### config.mk
export PLATFORM = sky130hd
export DESIGN_NAME = endian_lane_steer
export DESIGN_NICKNAME = d
export VERILOG_FILES = /design/src/rtl/els_pkg.sv /design/src/rtl/els_mode_latch.sv /design/src/rtl/els_region_decode.sv /design/src/rtl/els_store_steer.sv /design/src/rtl/els_load_steer.sv /design/src/rtl/endian_lane_steer.sv
export SDC_FILE = /design/constraint.sdc
export NUM_CORES = 1
export LEC_CHECK = 0
export CAP_MARGIN = 40
export CORE_MARGIN = 10
export CORE_UTILIZATION = 41
export DETAILED_ROUTE_END_ITERATION = 10
export HOLD_SLACK_MARGIN = 0.12
export PLACE_DENSITY = 0.89
export SYNTH_ARGS = -nofsm -noshare
export SYNTH_HDL_FRONTEND = slang
export SYNTH_SLANG_ARGS = --single-unit
### constraint.sdc
create_clock -name clk -period 10.6 [get_ports clk]
set_input_delay 1.06 -clock clk [delete_from_list [all_inputs] [get_ports clk]]
set_output_delay 1.06 -clock clk [all_outputs]
set_load 0.005 [all_outputs]
### src/rtl/els_pkg.sv
package els_pkg;

  localparam int LANES = 4;
  localparam int REG_W = 8 * LANES;

  typedef enum logic [1:0] {
    SZ_BYTE = 2'd0,
    SZ_WORD = 2'd1,
    SZ_LONG = 2'd2,
    SZ_RSVD = 2'd3
  } size_e;

  typedef struct packed {
    logic       hit;
    logic [1:0] idx;
  } lane_src_t;

  // Which register byte a bus lane carries, if any, for a given access.
  function automatic lane_src_t lane_source(size_e sz, logic [1:0] off,
                                            logic big, logic [1:0] lane);
    lane_src_t r;
    r = '0;
    case (sz)
      SZ_LONG: begin
        r.hit = 1'b1;
        r.idx = big ? ~lane : lane;
      end
      SZ_WORD: begin
        r.hit = (lane[1] == off[1]);
        r.idx = {1'b0, big ? ~lane[0] : lane[0]};
      end
      SZ_BYTE: begin
        r.hit = (lane == off);
        r.idx = 2'd0;
      end
      default: r = '0;
    endcase
    return r;
  endfunction

  function automatic logic misaligned(size_e sz, logic [1:0] off);
    case (sz)
      SZ_BYTE: return 1'b0;
      SZ_WORD: return off[0];
      SZ_LONG: return |off;
      default: return 1'b1;
    endcase
  endfunction

  function automatic logic [REG_W-1:0] extend(size_e sz, logic sgn,
                                              logic [REG_W-1:0] v);
    case (sz)
      SZ_BYTE: return {{(REG_W-8){sgn & v[7]}}, v[7:0]};
      SZ_WORD: return {{(REG_W-16){sgn & v[15]}}, v[15:0]};
      default: return v;
    endcase
  endfunction

endpackage

### src/rtl/els_mode_latch.sv
module els_mode_latch (
  input  logic clk,
  input  logic por_n,
  input  logic strap,
  output logic little_o
);
  logic little_q;

  always_ff @(posedge clk) begin
    if (!por_n) little_q <= strap;
  end

  assign little_o = little_q;

  assert_mode_hold_R2: assert property (@(posedge clk) disable iff (!por_n)
    $past(por_n) |-> $stable(little_q));

endmodule

### src/rtl/els_region_decode.sv
module els_region_decode #(
  parameter int          ADDR_W = 32,
  parameter logic [ADDR_W-1:0] BASE = '1,
  parameter logic [ADDR_W-1:0] MASK = '1
) (
  input  logic [ADDR_W-1:0] addr,
  output logic              hit
);
  assign hit = ((addr & MASK) == (BASE & MASK));
endmodule

### src/rtl/els_store_steer.sv
module els_store_steer
  import els_pkg::*;
(
  input  size_e             sz,
  input  logic [1:0]        off,
  input  logic              big,
  input  logic              active,
  input  logic [REG_W-1:0]  wdata,
  output logic [LANES-1:0]  be,
  output logic [REG_W-1:0]  lanes
);
  for (genvar k = 0; k < LANES; k++) begin : g_lane
    lane_src_t src;
    assign src   = lane_source(sz, off, big, 2'(k));
    assign be[k] = active & src.hit;
    assign lanes[k*8 +: 8] = be[k] ? wdata[{src.idx, 3'b000} +: 8] : 8'h00;
  end
endmodule

### src/rtl/els_load_steer.sv
module els_load_steer
  import els_pkg::*;
(
  input  size_e             sz,
  input  logic [1:0]        off,
  input  logic              big,
  input  logic              sgn,
  input  logic              active,
  input  logic [REG_W-1:0]  rdata,
  output logic [REG_W-1:0]  value
);
  logic [REG_W-1:0] gathered;

  always_comb begin
    lane_src_t src;
    gathered = '0;
    for (int k = 0; k < LANES; k++) begin
      src = lane_source(sz, off, big, 2'(k));
      if (src.hit) gathered[{src.idx, 3'b000} +: 8] = rdata[k*8 +: 8];
    end
  end

  assign value = active ? extend(sz, sgn, gathered) : '0;
endmodule

### src/rtl/endian_lane_steer.sv
module endian_lane_steer
  import els_pkg::*;
#(
  parameter int ADDR_W = 32,
  parameter logic [ADDR_W-1:0] WIN_BASE = 32'hFF00_0000,
  parameter logic [ADDR_W-1:0] WIN_MASK = 32'hFF00_0000
) (
  input  logic              clk,
  input  logic              por_n,
  input  logic              endian_strap,
  input  logic              req_valid,
  input  logic              req_write,
  input  logic [1:0]        req_size,
  input  logic              req_signed,
  input  logic [ADDR_W-1:0] req_addr,
  input  logic [31:0]       req_wdata,
  input  logic [31:0]       bus_rdata,
  output logic [3:0]        bus_be,
  output logic              bus_we,
  output logic [31:0]       bus_wdata,
  output logic [31:0]       load_data,
  output logic              req_error
);
  size_e      sz;
  logic [1:0] off;
  logic       little_q;
  logic       win_hit;
  logic       big_eff;
  logic       active;

  assign sz  = size_e'(req_size);
  assign off = req_addr[1:0];

  els_mode_latch u_mode (
    .clk(clk), .por_n(por_n), .strap(endian_strap), .little_o(little_q)
  );

  els_region_decode #(.ADDR_W(ADDR_W), .BASE(WIN_BASE), .MASK(WIN_MASK)) u_win (
    .addr(req_addr), .hit(win_hit)
  );

  // Device-register window overrides the strapped ordering
  assign big_eff   = ~little_q | win_hit;
  assign req_error = req_valid & misaligned(sz, off);
  assign active    = req_valid & ~req_error;
  assign bus_we    = active & req_write;

  els_store_steer u_st (
    .sz(sz), .off(off), .big(big_eff), .active(active),
    .wdata(req_wdata), .be(bus_be), .lanes(bus_wdata)
  );

  els_load_steer u_ld (
    .sz(sz), .off(off), .big(big_eff), .sgn(req_signed),
    .active(active & ~req_write), .rdata(bus_rdata), .value(load_data)
  );

  assert_err_quiet_R7: assert property (@(posedge clk) disable iff (!por_n)
    req_error |-> (bus_be == 4'b0000) && !bus_we && (bus_wdata == 32'h0));

  assert_byte_one_lane_R5: assert property (@(posedge clk) disable iff (!por_n)
    (req_valid && req_size == 2'd0) |-> ($countones(bus_be) == 1) && !req_error);

  assert_window_big_R6: assert property (@(posedge clk) disable iff (!por_n)
    (bus_we && win_hit && req_size == 2'd2) |-> bus_wdata[7:0] == req_wdata[31:24]);

  assert_sign_fill_R8: assert property (@(posedge clk) disable iff (!por_n)
    (active && !req_write && req_signed && req_size == 2'd0)
      |-> load_data[31:8] == {24{load_data[7]}});

  assert_word_two_lanes_R9: assert property (@(posedge clk) disable iff (!por_n)
    (active && req_size == 2'd1) |-> $countones(bus_be) == 2);

endmodule

==> summary.md <==
| Metric | Value |
|---|---|
| Hold path depth | 2 |
| Least-Margin Pin Slew | 0.975 ns |
| Remaining antenna violation count | 0 |
| Number of flops mapped to enable cells by yosys | 1 |
| Die Height | 101 um |
| Cell Chain, Critical Path | clkdlybuf4s50_1, xor2_2, nand2_1, buf_4, ha_1, a211oi_1, nand2_1, a2111oi_2, a221oi_1, o22a_1, a211oi_1, clkdlybuf4s50_1 |
| Syn Nets | 511 |
| Sequential Power Share | 3.1% |
| Largest net degree at the start of global routing | 40 |
| Chip Width | 101 um |
| Drt total wl | 13,500 um |
| Most frequent cells in the layout | 151 x clkdlybuf4s50_1, 43 x nor2_1, 38 x a211oi_1 |
| Setup TNS | 0 ns |
| Internal | 0.0000785 W |
| Die footprint | 10,300 um2 |
| Via-to-Cell Ratio | 6.76 |
| Headroom to the max-slew limit | 34.6% |
| Layout area overhead | 57.4% |
| Setup CP Type | in2out |
| WP data required | 9.54 ns |
| Most common cell after layout, fill and taps aside | clkdlybuf4s50_1 |
| Combinational power share | 96.9% |
| Tightest Hold Check Type | in2reg |
| Synth Instances | 389 |
| Post-synth ARST share | 0% |
| Critical Path Max Stage Delay | 0.92 ns |
| Share of layout cells above drive strength 1 | 6.72% |
| Hold-fix buffer count after cts | 0 |
| Critical Path Start Type | input port |
| Crit end category | output port |
| Synth Area per Inst | 6.98 um2 |
| Critical path buffers and inverters | 3 |
| Power density cells | 38.5 nW/um2 |
| Gr ovfl total | 0 |
| Final setup viols | 0 |
| Period minus WS final | 6.65 ns |
| Max reg flops | 1 |
| Max-slew violation count | 0 |
| Fmax | 0.150 GHz |
| Design Area, Final | 4270 um2 |
| Worst path depth | 12 |
| Post-DP Area | 4270 um2 |
| Leakage power | 1.51 nW |
| Post-CTS setup buffers | 0 |
| Slowest cell on crit path | clkdlybuf4s50_1 |
| Sw frac | 52.3% |
| DR vias | 4,043 |
| IO Pins | 174 |
| Core Area | 6390 um2 |
| Initial antenna violation count | 0 |
| Max-cap viol count | 0 |
| Cell family with most CP delay | buffers and inverters |
| DR pass1 iterations | 8 |
| Main synth FF type | edfxtp_1 |
| Arrival time worst endpoint | 5.59 ns |
| Global-route wire length before repair | 20,500 um |
| Status | finished clean |
| Final Hold Viols | 0 |
| # DRC | 0 |
| Cts repair resizes | 0 |
| Synth warn | 0 |
| Yosys top cell by area | a211oi_1 |
| Post-synthesis sequential element count | 1 |
| Critical-path maximum fanout | 29 |
| Ant diodes | 0 |
| RSZ-0062 raised after global routing | false |
| DRT iter0 DRCs | 336 |
| Post-synth top area share | 10.5% |
| Vias in the first global route | 3,879 |
| Synth cell types | 66 |
| DPL Wire Length | 10,700 um |
| Final net count | 645 |
| Synth Cell Area | 2720 um2 |
| Gpl congestion | 1.01 |
| NetSw | 0.0000859 W |
| Starting Density | 42.5% |
| Peak supply drop | 28.4 uV |
| Row cnt | 29 |
| PortBufs | 151 |
| Clock share of power | 0% |
| GRT Total Usage | 23.9% |
| Drt wl/cell | 22.7 um |
| Crit share post-route | 62.8% |
| Clock-pin slew on the worst setup and hold paths | 0 ns |
| Top post-synthesis cells by area | a211oi_1 11%, ha_1 8.3%, a221oi_1 7.7%, nor2_1 5.9%, mux2i_1 5.9% |
| Register area share after synthesis | 1.11% |
cells in the mapped netlist, types with 3 or more instances:
cell      count
nand3_1      12
ha_1         18
a222oi_1      7
o21a_1        5
o211ai_1      5
nand2_1      26
mux2i_1      16
a211oi_1     38
a31oi_1       8
a211oi_2      9
and2_1        6
buf_2         6
o21ai_1       3
a21oi_1      26
nor2b_1       3
a221oi_1     24
buf_4         4
a221o_1       8
o21ai_0      13
nor3_1        6
nor2_1       43
nand4_1       3
o22a_1        7
inv_1        14
nand2b_1      4
clkbuf_1     18
a22o_1        8
power groups by stage:
stage | registers, W | clock network [W] | logic (W)
after detailed placement | 0.00000507 | 0 | 0.000156
after floorplan | 0.00000496 | 0 | 0.0000822
final | 0.00000511 | 0 | 0.000159
after global placement | 0.00000501 | 0 | 0.000152
after global routing | 0.00000517 | 0 | 0.000170
after CTS | 0.00000507 | 0 | 0.000157
per-layer routing:
layer / track usage (%) / part of all wire [%] / vias up / wire length [um]
met5: 0 / 0 / - / 0
met4: 9.43 / 4.5 / 0 / 616
met3: 7.62 / 13 / 47 / 1800
met2: 39.8 / 45 / 299 / 6110
met1: 27.7 / 37 / 1856 / 5030
li1: - / - / 1841 / -
path summary, 6_finish.rpt:
kind        start         endpoint  slack, ns
max   req_size[0]    load_data[18]       3.95
min         por_n  u_mode.little_o       1.63
cells by family (layout without fill, tap and decap cells):
kind of cell	after synthesis	in the layout	synth area share (%)
compound gates	181	181	52.5
xor+xnor	2	2	0.922
fa+ha+maj	18	18	8.30
buf+inv	46	178	7.23
flops	1	1	1.11
mux	16	16	5.90
simple gates	125	125	24.1
layout make-up:
class / count / area [um2]
Multi-Input combinational cell: 342 / 2490
Timing Repair Buffer: 162 / 1600
Inverter: 16 / 60.1
Sequential cell: 1 / 30.0
Fill cell: 505 / 2110
Tap cell: 77 / 96.3
per-stage QoR:
stage	power [W]	utilization, %	hold WS (ns)	cells	worst slack, ns
after CTS	0.000162	66.9	1.63	598	3.98
final	0.000164	66.9	1.63	598	3.95
after floorplan	0.0000871	-	1.16	389	5.48
after global routing	0.000176	66.9	1.65	598	3.68
after detailed placement	0.000161	66.9	1.63	598	3.98
after global placement	0.000157	66.5	1.62	595	3.72
Note: power is estimated with default switching activity, not from simulation.
